--- src/rtl/addr_xlate_pkg.sv ---
package addr_xlate_pkg;

   localparam int unsigned REG_AW = 64;

   typedef enum logic [1:0] {
      SP_MEM  = 2'd0,
      SP_IO   = 2'd1,
      SP_CFG  = 2'd2,
      SP_RSVD = 2'd3
   } space_t;

   typedef enum logic [2:0] {
      FLD_CTRL    = 3'd0,
      FLD_BASE_LO = 3'd1,
      FLD_BASE_HI = 3'd2,
      FLD_LIM_LO  = 3'd3,
      FLD_LIM_HI  = 3'd4,
      FLD_TGT_LO  = 3'd5,
      FLD_TGT_HI  = 3'd6
   } field_t;

   typedef struct packed {
      logic              en;
      space_t            sp;
      logic              wide;
      logic [REG_AW-1:0] base;
      logic [REG_AW-1:0] limit;
      logic [REG_AW-1:0] target;
   } region_t;

   function automatic logic [REG_AW-1:0] put_word(input logic [REG_AW-1:0] old,
                                                  input logic              hi,
                                                  input logic [31:0]       d);
      logic [REG_AW-1:0] r;
      r = old;
      if (hi) r[63:32] = d;
      else    r[31:0]  = d;
      return r;
   endfunction

endpackage

--- src/rtl/xlate_region_file.sv ---
module xlate_region_file
   import addr_xlate_pkg::*;
#(
   parameter  int unsigned N  = 4,
   localparam int unsigned IW = (N > 1) ? $clog2(N) : 1
) (
   input  logic              clk,
   input  logic              rst_n,
   input  logic              we,
   input  logic [IW-1:0]     idx,
   input  logic [2:0]        field,
   input  logic [31:0]       wdata,
   output region_t [N-1:0]   regs
);

   for (genvar r = 0; r < N; r++) begin : g_reg
      always_ff @(posedge clk or negedge rst_n) begin
         if (!rst_n) begin
            regs[r] <= '0;
         end else if (we && idx == IW'(r)) begin
            case (field_t'(field))
               FLD_CTRL: begin
                  regs[r].en   <= wdata[0];
                  regs[r].sp   <= space_t'(wdata[2:1]);
                  regs[r].wide <= wdata[3];
               end
               FLD_BASE_LO: regs[r].base   <= put_word(regs[r].base,   1'b0, wdata);
               FLD_BASE_HI: regs[r].base   <= put_word(regs[r].base,   1'b1, wdata);
               FLD_LIM_LO:  regs[r].limit  <= put_word(regs[r].limit,  1'b0, wdata);
               FLD_LIM_HI:  regs[r].limit  <= put_word(regs[r].limit,  1'b1, wdata);
               FLD_TGT_LO:  regs[r].target <= put_word(regs[r].target, 1'b0, wdata);
               FLD_TGT_HI:  regs[r].target <= put_word(regs[r].target, 1'b1, wdata);
               default: ;
            endcase
         end
      end
   end

endmodule

--- src/rtl/xlate_match.sv ---
module xlate_match
   import addr_xlate_pkg::*;
#(
   parameter  int unsigned N        = 4,
   parameter  int unsigned IN_W     = 28,
   parameter  int unsigned OUT_W    = 64,
   parameter  bit          LOW_WINS = 1'b1,
   localparam int unsigned IW       = (N > 1) ? $clog2(N) : 1
) (
   input  space_t           req_sp,
   input  logic [IN_W-1:0]  req_addr,
   input  region_t [N-1:0]  regs,
   output logic             hit,
   output logic [IW-1:0]    idx,
   output logic             wide,
   output logic [OUT_W-1:0] addr
);

   logic [N-1:0] hit_v;
   region_t      sel;

   for (genvar r = 0; r < N; r++) begin : g_cmp
      assign hit_v[r] = regs[r].en && (regs[r].sp == req_sp) &&
                        (req_addr >= regs[r].base[IN_W-1:0]) &&
                        (req_addr <= regs[r].limit[IN_W-1:0]);
   end

   if (LOW_WINS) begin : g_low
      always_comb begin
         idx = '0;
         for (int r = N - 1; r >= 0; r--)
            if (hit_v[r]) idx = IW'(r);
      end
   end else begin : g_high
      always_comb begin
         idx = '0;
         for (int r = 0; r < N; r++)
            if (hit_v[r]) idx = IW'(r);
      end
   end

   assign hit = |hit_v;
   assign sel = regs[idx];

   always_comb begin
      addr = '0;
      wide = 1'b0;
      if (hit) begin
         addr = sel.target[OUT_W-1:0] + OUT_W'(req_addr - sel.base[IN_W-1:0]);
         wide = sel.wide;
      end
   end

endmodule

--- src/rtl/addr_xlate_unit.sv ---
module addr_xlate_unit
   import addr_xlate_pkg::*;
#(
   parameter  int unsigned OB_N  = 4,
   parameter  int unsigned IB_N  = 4,
   parameter  int unsigned WIN_W = 28,
   parameter  int unsigned EXT_W = 64,
   parameter  int unsigned LOC_W = 32,
   parameter  int unsigned CFG_W = 28,
   localparam int unsigned OB_IW = (OB_N > 1) ? $clog2(OB_N) : 1,
   localparam int unsigned IB_IW = (IB_N > 1) ? $clog2(IB_N) : 1,
   localparam int unsigned R_IW  = (OB_IW > IB_IW) ? OB_IW : IB_IW
) (
   input  logic             clk,
   input  logic             rst_n,
   input  logic             reg_we,
   input  logic             reg_dir,
   input  logic [R_IW-1:0]  reg_idx,
   input  logic [2:0]       reg_field,
   input  logic [31:0]      reg_wdata,
   input  logic             ob_req_valid,
   input  logic [1:0]       ob_req_space,
   input  logic [WIN_W-1:0] ob_req_offset,
   output logic             ob_rsp_valid,
   output logic             ob_rsp_miss,
   output logic [OB_IW-1:0] ob_rsp_region,
   output logic [1:0]       ob_rsp_space,
   output logic [EXT_W-1:0] ob_rsp_addr,
   output logic [7:0]       ob_cfg_bus,
   output logic [4:0]       ob_cfg_dev,
   output logic [2:0]       ob_cfg_func,
   output logic [11:0]      ob_cfg_reg,
   input  logic             ib_req_valid,
   input  logic [1:0]       ib_req_space,
   input  logic [EXT_W-1:0] ib_req_addr,
   output logic             ib_rsp_valid,
   output logic             ib_rsp_miss,
   output logic             ib_rsp_cfg,
   output logic [IB_IW-1:0] ib_rsp_region,
   output logic [LOC_W-1:0] ib_rsp_addr
);

   initial begin
      assert (EXT_W > 32 && EXT_W <= REG_AW) else $error("EXT_W must lie in 33..64");
      assert (WIN_W > 2 && WIN_W <= EXT_W)   else $error("WIN_W out of range");
      assert (LOC_W > 2 && LOC_W <= EXT_W)   else $error("LOC_W out of range");
      assert (CFG_W == 28)                   else $error("config split needs CFG_W of 28");
      assert (OB_N > 0 && IB_N > 0)          else $error("region counts must be nonzero");
   end

   region_t [OB_N-1:0] ob_regs;
   region_t [IB_N-1:0] ib_regs;

   xlate_region_file #(.N(OB_N)) u_ob_file (
      .clk   (clk),
      .rst_n (rst_n),
      .we    (reg_we && !reg_dir),
      .idx   (reg_idx[OB_IW-1:0]),
      .field (reg_field),
      .wdata (reg_wdata),
      .regs  (ob_regs)
   );

   xlate_region_file #(.N(IB_N)) u_ib_file (
      .clk   (clk),
      .rst_n (rst_n),
      .we    (reg_we && reg_dir),
      .idx   (reg_idx[IB_IW-1:0]),
      .field (reg_field),
      .wdata (reg_wdata),
      .regs  (ib_regs)
   );

   // word alignment of both request paths
   logic [WIN_W-1:0] ob_off_al;
   logic [EXT_W-1:0] ib_addr_al;
   assign ob_off_al  = {ob_req_offset[WIN_W-1:2], 2'b00};
   assign ib_addr_al = {ib_req_addr[EXT_W-1:2], 2'b00};

   logic             ob_hit, ob_wide;
   logic [OB_IW-1:0] ob_idx;
   logic [EXT_W-1:0] ob_sum;

   xlate_match #(.N(OB_N), .IN_W(WIN_W), .OUT_W(EXT_W)) u_ob_match (
      .req_sp   (space_t'(ob_req_space)),
      .req_addr (ob_off_al),
      .regs     (ob_regs),
      .hit      (ob_hit),
      .idx      (ob_idx),
      .wide     (ob_wide),
      .addr     (ob_sum)
   );

   logic             ib_hit, ib_wide_unused;
   logic [IB_IW-1:0] ib_idx;
   logic [LOC_W-1:0] ib_sum;
   logic             ib_is_cfg;

   xlate_match #(.N(IB_N), .IN_W(EXT_W), .OUT_W(LOC_W)) u_ib_match (
      .req_sp   (space_t'(ib_req_space)),
      .req_addr (ib_addr_al),
      .regs     (ib_regs),
      .hit      (ib_hit),
      .idx      (ib_idx),
      .wide     (ib_wide_unused),
      .addr     (ib_sum)
   );

   assign ib_is_cfg = (space_t'(ib_req_space) == SP_CFG);

   // output width shaping by target space
   logic [EXT_W-1:0] ob_shaped;
   always_comb begin
      ob_shaped = '0;
      if (ob_hit) begin
         case (space_t'(ob_req_space))
            SP_MEM: ob_shaped = ob_wide ? ob_sum : EXT_W'(ob_sum[31:0]);
            SP_IO:  ob_shaped = EXT_W'(ob_sum[31:0]);
            SP_CFG: ob_shaped = EXT_W'(ob_sum[CFG_W-1:0]);
            default: ob_shaped = '0;
         endcase
      end
   end

   always_ff @(posedge clk or negedge rst_n) begin
      if (!rst_n) begin
         ob_rsp_valid  <= 1'b0;
         ob_rsp_miss   <= 1'b0;
         ob_rsp_region <= '0;
         ob_rsp_space  <= '0;
         ob_rsp_addr   <= '0;
      end else begin
         ob_rsp_valid <= ob_req_valid;
         if (ob_req_valid) begin
            ob_rsp_miss   <= !ob_hit;
            ob_rsp_region <= ob_hit ? ob_idx : '0;
            ob_rsp_space  <= ob_req_space;
            ob_rsp_addr   <= ob_shaped;
         end
      end
   end

   always_ff @(posedge clk or negedge rst_n) begin
      if (!rst_n) begin
         ib_rsp_valid  <= 1'b0;
         ib_rsp_miss   <= 1'b0;
         ib_rsp_cfg    <= 1'b0;
         ib_rsp_region <= '0;
         ib_rsp_addr   <= '0;
      end else begin
         ib_rsp_valid <= ib_req_valid;
         if (ib_req_valid) begin
            ib_rsp_cfg    <= ib_is_cfg;
            ib_rsp_miss   <= !ib_is_cfg && !ib_hit;
            ib_rsp_region <= (!ib_is_cfg && ib_hit) ? ib_idx : '0;
            ib_rsp_addr   <= (!ib_is_cfg && ib_hit) ? ib_sum : '0;
         end
      end
   end

   logic cfg_live;
   assign cfg_live    = ob_rsp_valid && !ob_rsp_miss && (space_t'(ob_rsp_space) == SP_CFG);
   assign ob_cfg_bus  = cfg_live ? ob_rsp_addr[27:20] : '0;
   assign ob_cfg_dev  = cfg_live ? ob_rsp_addr[19:15] : '0;
   assign ob_cfg_func = cfg_live ? ob_rsp_addr[14:12] : '0;
   assign ob_cfg_reg  = cfg_live ? ob_rsp_addr[11:0]  : '0;

endmodule

--- config.mk ---
export PLATFORM = sky130hd
export DESIGN_NAME = addr_xlate_unit
export DESIGN_NICKNAME = d
export VERILOG_FILES = /design/src/rtl/addr_xlate_pkg.sv /design/src/rtl/xlate_region_file.sv /design/src/rtl/xlate_match.sv /design/src/rtl/addr_xlate_unit.sv
export SDC_FILE = /design/constraint.sdc
export NUM_CORES = 2
export LEC_CHECK = 0
export ABC_AREA = 1
export BUFFER_PORTS_ARGS = -buffer_cell sky130_fd_sc_hd__clkbuf_2
export CAP_MARGIN = 20
export CORE_MARGIN = 5
export CORE_UTILIZATION = 50
export CTS_CLUSTER_DIAMETER = 150
export DETAILED_ROUTE_END_ITERATION = 10
export HOLD_SLACK_MARGIN = 0.05
export PLACE_DENSITY = 0.75
export SYNTH_ARGS = -nofsm -noshare
export SYNTH_HDL_FRONTEND = slang
export SYNTH_SLANG_ARGS = --single-unit
export TNS_END_PERCENT = 10
--- constraint.sdc ---
create_clock -name clk -period 20.7 [get_ports clk]
set_input_delay 0 -clock clk [delete_from_list [all_inputs] [get_ports clk]]
set_output_delay 0 -clock clk [all_outputs]
set_load 0.02 [all_outputs]
== Word-level counts from Yosys, hierarchy flattened ==
Index checks and enable logic that the tools add are counted.

* Register bits: 1675
* Input bits: 139
* Output and inout bits: 135
* Logic and storage cells: 262

* Add/sub/neg operators: 4
* Magnitude comparators: 18
* Eq/ne operators: 21
* Muxes and demuxes: 27
* Bitwise gates (word level): 6
* Reductions and logical operators: 104

{| class="wikitable"
|+ Operators with widths
! kind !! count
|-
| binary-select mux 196 bit (select 2 bit) || 2
|-
| case mux 64 bit (2 select lines) || 3
|-
| greater-or-equal comparator 64 bit || 4
|-
| <= comparator 64 bit || 4
|-
| 2-to-1 mux 193 bit || 1
|-
| case mux 64 bit (3 select lines) || 1
|-
| 2-to-1 mux 160 bit || 1
|-
| AND reduction 3 bit || 48
|-
| 2-to-1 mux 64 bit || 2
|-
| greater-or-equal comparator 28 bit || 4
|-
| <= comparator 28 bit || 4
|-
| adder 64 bit || 1
|-
| 2-to-1 mux 32 bit || 2
|-
| logical AND 1 bit || 38
|-
| adder 32 bit || 1
|-
| subtractor 32 bit || 1
|-
| subtractor 28 x 28 -> 29 bit || 1
|-
| 2-to-1 mux 2 bit || 10
|-
| == test 2 bit || 8
|-
| AND reduction 2 bit || 8
|-
| 2-to-1 mux 12 bit || 1
|-
| == test 2 bit, second input constant || 5
|-
| == test 3 bit, second input constant || 3
|-
| 2-to-1 mux 8 bit || 1
|-
| 12 further kinds || 26
|}

== Logic depth before layout (Yosys ltp) ==
* Word-level depth: 15
* Gate-level depth with buffers: 51
* Depth with buffers taken out: 48

== Modules after synthesis ==
From an unflattened synthesis, not the netlist that was laid out.

* Cells, all modules: 13306
* Area, all modules: 98375.6 µm²

{| class="wikitable"
|+ Modules (own cells, without submodules)
! module !! instances !! cells each !! area each (µm²) !! seq. area each (µm²)
|-
| xlate_region_file || 2 || 3628 || 30508.0 || 19618.8
|-
| xlate_match (u_ib_match) || 1 || 2876 || 17833.4 || 0.0
|-
| xlate_match (u_ob_match) || 1 || 2508 || 14527.7 || 0.0
|-
| addr_xlate_unit || 1 || 666 || 4998.5 || 2677.6
|}

== Least setup slack after synthesis ==
No wires, ideal clock.

* Path type: register to register
* From: register, netlist name u_ob_file.regs[287]
* To: register ob_rsp_addr[53]
* Library setup time: 95 ps
* Data arrival time: 6421 ps
* Required time: 20605 ps
* Path slack: 14184 ps
* Stages on the path, launching flop included: 38
* Buffers on the path: 3
* Period minus slack after synthesis: 6516 ps
* Path through: dfrtp_1 -> inv_1 -> ha_1 -> nand2_1 -> nor4_2 -> and3_1 -> nand2_1 -> nand2_1 -> nand2_1 -> nand2_2 -> nand2_4 -> nand2_4 -> buf_6 -> buf_2 -> clkbuf_1 -> a21oi_1 -> a22oi_1 -> ha_1 -> (+2 left out) -> nand3_1 -> a21boi_1 -> o21ai_0 -> a21boi_1 -> o21ai_2 -> a21oi_1 -> o21ai_1 -> inv_1 -> ha_1 -> a21oi_1 -> inv_1 -> a31oi_1 -> o31ai_1 -> a31oi_1 -> o21ai_0 -> a21oi_1 -> xor2_1 -> o31ai_1

* Cells in the longest elaborated chain, start to end: 11
* Elaborated cells between the ends (all ways): 13
* Classes of those cells: add/sub: 2; order compare: 1; mux: 8; reduce/logical: 2

{| class="wikitable"
|+ Ends and longest elaborated chain
! item !! line !! text
|-
| <= comparator 28 bit (*) || xlate_match.sv:25 || <nowiki>(req_addr <= regs[r].limit[IN_W-1:0]);</nowiki>
|-
| logical AND 1 bit (*) || xlate_match.sv:24 || <nowiki>(req_addr >= regs[r].base[IN_W-1:0]) &&</nowiki>
|-
| 2-to-1 mux 2 bit (2 in series) || xlate_match.sv:32 || <nowiki>if (hit_v[r]) idx = IW'(r);</nowiki>
|-
| binary-select mux 196 bit (select 2 bit) || xlate_match.sv:43 || <nowiki>assign sel = regs[idx];</nowiki>
|-
| 2-to-1 mux 193 bit (not written as such) || xlate_match.sv:43 ||
|-
| subtractor 28 x 28 -> 29 bit || xlate_match.sv:49 || <nowiki>addr = sel.target[OUT_W-1:0] + OUT_W'(req_addr - sel.base[IN_W-1:0]);</nowiki>
|-
| adder 64 bit || xlate_match.sv:49 ||
|-
| 2-to-1 mux 64 bit || addr_xlate_unit.sv:117 || <nowiki>SP_MEM: ob_shaped = ob_wide ? ob_sum : EXT_W'(ob_sum[31:0]);</nowiki>
|-
| case mux 64 bit (3 select lines) || addr_xlate_unit.sv:116 || <nowiki>case (space_t'(ob_req_space))</nowiki>
|-
| 2-to-1 mux 64 bit (*) || addr_xlate_unit.sv:115 || <nowiki>if (ob_hit) begin</nowiki>
|-
| end signal, assigned || addr_xlate_unit.sv:138 || <nowiki>ob_rsp_addr <= ob_shaped;</nowiki>
|-
| end, declared || addr_xlate_unit.sv:28 || <nowiki>output logic [EXT_W-1:0] ob_rsp_addr,</nowiki>
|}

Mark *: on every way between the ends. The rest lies on a longest branch, timed or not. The select of a mux whose other input is x is not followed.
A chain may end at the register's enable or synchronous reset.

== Final worst setup path ==
* From: register, netlist name u_ob_file.regs[483]
* To: register ob_rsp_addr[53]

* Cells in the longest elaborated chain, start to end: 12
* Elaborated cells between the ends (all ways): 14
* Classes of those cells: add/sub: 2; order compare: 1; mux: 9; reduce/logical: 2

{| class="wikitable"
|+ Ends and longest elaborated chain
! item !! line
|-
| <= comparator 28 bit (*) || xlate_match.sv:25
|-
| logical AND 1 bit (*) || xlate_match.sv:24
|-
| 2-to-1 mux 2 bit (3 in series) || xlate_match.sv:32
|-
| binary-select mux 196 bit (select 2 bit) || xlate_match.sv:43
|-
| 2-to-1 mux 193 bit (not written as such) || xlate_match.sv:43
|-
| subtractor 28 x 28 -> 29 bit || xlate_match.sv:49
|-
| adder 64 bit || xlate_match.sv:49
|-
| 2-to-1 mux 64 bit || addr_xlate_unit.sv:117
|-
| case mux 64 bit (3 select lines) || addr_xlate_unit.sv:116
|-
| 2-to-1 mux 64 bit (*) || addr_xlate_unit.sv:115
|}

Marks and branches as above.

==> results.txt <==
----------------------------------------------------
[Timing]
  Rel. slew slack ... 20.68%
  Time the worst path needs with I/O delays and setup ... 9.110 ns
  Share of the clock period used by the worst path ... 44.01%
  Final Hold Fails ... 0
  Maximum achievable frequency ... 0.1098 GHz
  Final setup skew ... 0.02562 ns
  Actual slew at the worst max-slew pin ... 1.185 ns
  Number of setup violations in the final report ... 0
  Setup repair after global routing missed its margin ... false
  Total count of max-transition violations in the final report ... 0
  Setup TNS ... 0 ns

[Final layout]
  Area growth from synthesis to final layout ... 11.94%
  Proportion of layout cells with a drive suffix above 1 ... 6.765%
  Final Util ... 56.23%
  Fin nets ... 10981

[Power]
  Total net switching power ... 3.228 mW
  Seq pwr share ... 34.9%
  Worst supply voltage drop on vdd ... 0.07424 mV
  Power density over the cells ... 101.2 nW/um2
  Static power due to leakage ... 43.38 nW
  Comb power frac ... 34.7%
  Clk pwr share ... 30.4%
  Design internal power ... 5.413 mW
  Switching power share of the total ... 37.36%

[Die]
  Horizontal die dimension ... 400.7 um
  Core Footprint ... 151900 um2
  Placement Rows ... 143
  Number of top-level pins ... 274
  Starting utilization of the core area ... 50.23%
  DIE AREA ... 160500 um2
  Die height ... 400.7 um

[Critical path]
  R2R setup slack ... 11.59 ns
  Critical Setup Path Class ... flop to flop
  Data arrival, critical path ... 9.77 ns
  Critical-path maximum fanout ... 133
  Worst path required time ... 21.36 ns
  Nature of the critical path endpoint ... flop
  Bufs and invs on worst path ... 3
  Critical path's most frequent cell ... sky130_fd_sc_hd__nand2_1
  Family with the most delay on the worst path ... compound AO/OA/AOI/OAI gates
  Kind of launch point of the worst setup path ... flop
  Crit path largest cell delay ... 0.86 ns
  Critical-path cell with the highest stage delay ... sky130_fd_sc_hd__inv_4

[Global route]
  Vias in the first global route ... 65917
  Maximum number of pins on one net before global-route repair ... 146
  Wire length of the first global-routing pass ... 380500 um
  Global routing usage summed across all routing layers ... 30.19%
  Total overflow reported by the global router ... 0
  Number of antenna violations at the first check in global routing ... 39

[Placement]
  Routability congestion estimate from global placement ... 0.9423
  Dpl hpwl ... 178200 um
  Number of port buffers ... 269

[Detailed routing]
  Number of DRC markers in iteration 0 ... 7099
  Post-detailed-route count of antenna-violating nets ... 0
  DR pass1 iterations ... 8
  Vias ... 68525
  Detailed Route WL ... 249200 um
  Wirelength per Cell ... 20.52 um
  Vias per inst ... 5.643
  Number of DRC violations after detailed routing ... 0

[CTS]
  Buffers inserted during post-CTS setup optimization ... 0
  TritonCTS clock tree ... yes
  Count of H-tree levels built during CTS ... 4
  Maximum number of buffers from clock root to sink ... 3
  Root Buffer Master ... sky130_fd_sc_hd__clkbuf_16
  Number of buffers created by CTS ... 143
  Clock insertion delay at the later pin of the skew report ... 0.79 ns
  CTS clk-pin slew, worst paths ... 0.06 ns
  Sink Count ... 1255

[Yosys]
  Top cell type's share of synthesized area ... 41.16%
  Leading post-synthesis cells by instance count ... sky130_fd_sc_hd__nand2_1 (2255), sky130_fd_sc_hd__inv_1 (1412), sky130_fd_sc_hd__o21ai_0 (1389)
  Syn Std Cell Area ... 76310 um2
  Sequential element share of the synthesized area ... 41.16%
  Share of synthesized flip-flops with an asynchronous set or reset ... 100.0%
  Count leader, synth ... sky130_fd_sc_hd__nand2_1
  Largest cells by area after synthesis ... sky130_fd_sc_hd__dfrtp_1 (41%), sky130_fd_sc_hd__ha_1 (14%), sky130_fd_sc_hd__nand2_1 (11%), sky130_fd_sc_hd__o21ai_0 (9.1%), sky130_fd_sc_hd__inv_1 (6.9%)
  Count of synthesis-stage warnings from yosys ... 0
  Cell variety after synth ... 66
  Nets in the synthesized netlist ... 10806
  Average footprint of a synthesized cell ... 7.778 um2
  Main flop type after synthesis ... sky130_fd_sc_hd__dfrtp_1
  Count of flip-flops with a built-in enable after synthesis ... 0
  Number of register bits inferred by synthesis ... 1255
  Syn Inst Count ... 9810
  Dominant cell type by area after synthesis ... sky130_fd_sc_hd__dfrtp_1

[Worst hold path]
  Path type of the worst min-delay path ... input pin to flop

[Run status]
  Status ... complete, no violations

[Flow run]
  Max capacitance violation total ... 0

----------------------------------------------------
sequential cells by signal, summed over array words and instances (netlist names), 2 cells and up:
name and flops:
u_ib_file.regs 652, u_ob_file.regs 496, ob_rsp_addr 64, ib_rsp_addr 32, ib_rsp_region 2, ob_rsp_region 2, ob_rsp_space 2
area by class of cell:
cell class | instances | area (um2)
Antenna cell | 18 | 45.04
Clock buffer | 199 | 4099
Clock inverter | 57 | 729.5
Fill cell | 13687 | 66490
Inverter | 1420 | 5333
Multi-Input combinational cell | 6754 | 38330
Sequential cell | 1255 | 31410
Tap cell | 2030 | 2540
Timing Repair Buffer | 411 | 2935
power groups by stage:
| stage | registers [mW] | logic (mW) | clock network [mW] |
|---|---|---|---|
| 2_1_floorplan | 3.02 | 2.02 | 0 |
| 3_5_place_dp | 3.05 | 2.92 | 0 |
| 4_1_cts | 3.01 | 2.95 | 2.65 |
| 5_1_grt | 3.05 | 3.37 | 2.76 |
| 6_report | 3.01 | 3.00 | 2.63 |
| 3_3_place_gp | 3.03 | 2.83 | 0 |
cell usage in the layout, fill, tap and decap left out, drive strengths merged, types with 40 or more instances in the layout:
cell type,Yosys,final
nor2,717,717
nand4,76,76
dlygate4sd3,0,56
clkbuf,335,467
a31oi,69,69
nor3,63,63
o21a,40,40
nand3,119,119
buf,46,87
dfrtp,1255,1255
xor2,45,45
inv,1416,1427
nand2,2264,2264
a21oi,792,792
o22ai,52,52
ha,826,826
o21ai,1434,1434
routing by layer:
metal	share of wire [%]	wire [um]	track usage, %	up-vias
li1	-	-	-	32358
met2	44	109900	46.91	2952
met4	6.5	16190	17.14	26
met5	0.079	197	0	-
met3	9.6	23920	7.218	669
met1	40	98910	38.77	32520
metrics by stage:
step	hold slack (ns)	cells	total power, mW	cell area (um2)	setup slack [ns]
after floorplan	-0.2956	9810	5.040	76310	14.18
after global placement	0.1022	11788	5.859	79420	11.30
after detailed placement	0.1088	11793	5.964	79490	11.24
after CTS	0.1225	12105	8.612	84900	11.20
after global routing	0.2265	12133	9.179	85390	11.00
final	0.2004	12144	8.642	85410	11.59
repair_timing:
action | 4_1_cts | 5_1_grt
gates resized for setup | 0 | 0
hold buffers | 56 | 1
hold endpoints to repair | 732 | 3
logic make-up (layout without fill, tap and decap cells):
kind of cell / after synthesis / after routing / share of synthesized area [%]
buf+inv: 1801 / 2087 / 8.948
fa+ha+maj: 857 / 857 / 14.36
mux: 4 / 4 / 0.05902
flops: 1255 / 1255 / 41.16
compound gates: 2537 / 2537 / 17.64
other cells: 0 / 18 / 0
simple gates: 3281 / 3281 / 16.98
xor+xnor: 75 / 75 / 0.8608
worst reg2reg max path, delay by kind of cell, from the launching register on:
family / cells / cell delay [ns]
compound gates: 16 / 3.84
xor+xnor: 2 / 0.46
fa+ha+maj: 3 / 1.01
buf+inv: 3 / 0.98
flops: 1 / 0.33
simple gates: 14 / 2.41
final timing paths:
path                                     startpoint                  end  depth (start not counted)
worst min register to register  u_ob_file.regs[244]  u_ob_file.regs[244]                          2
min in group asynchronous                     rst_n  u_ib_file.regs[467]                          4
worst max register to register  u_ob_file.regs[483]      ob_rsp_addr[53]                         38
max in group asynchronous                     rst_n  u_ib_file.regs[768]                          8
worst min-delay path                  reg_wdata[24]  u_ib_file.regs[380]                          4
worst max-delay path            u_ob_file.regs[483]      ob_rsp_addr[53]                         38
No activity file was read; power rests on OpenSTA's default activity.
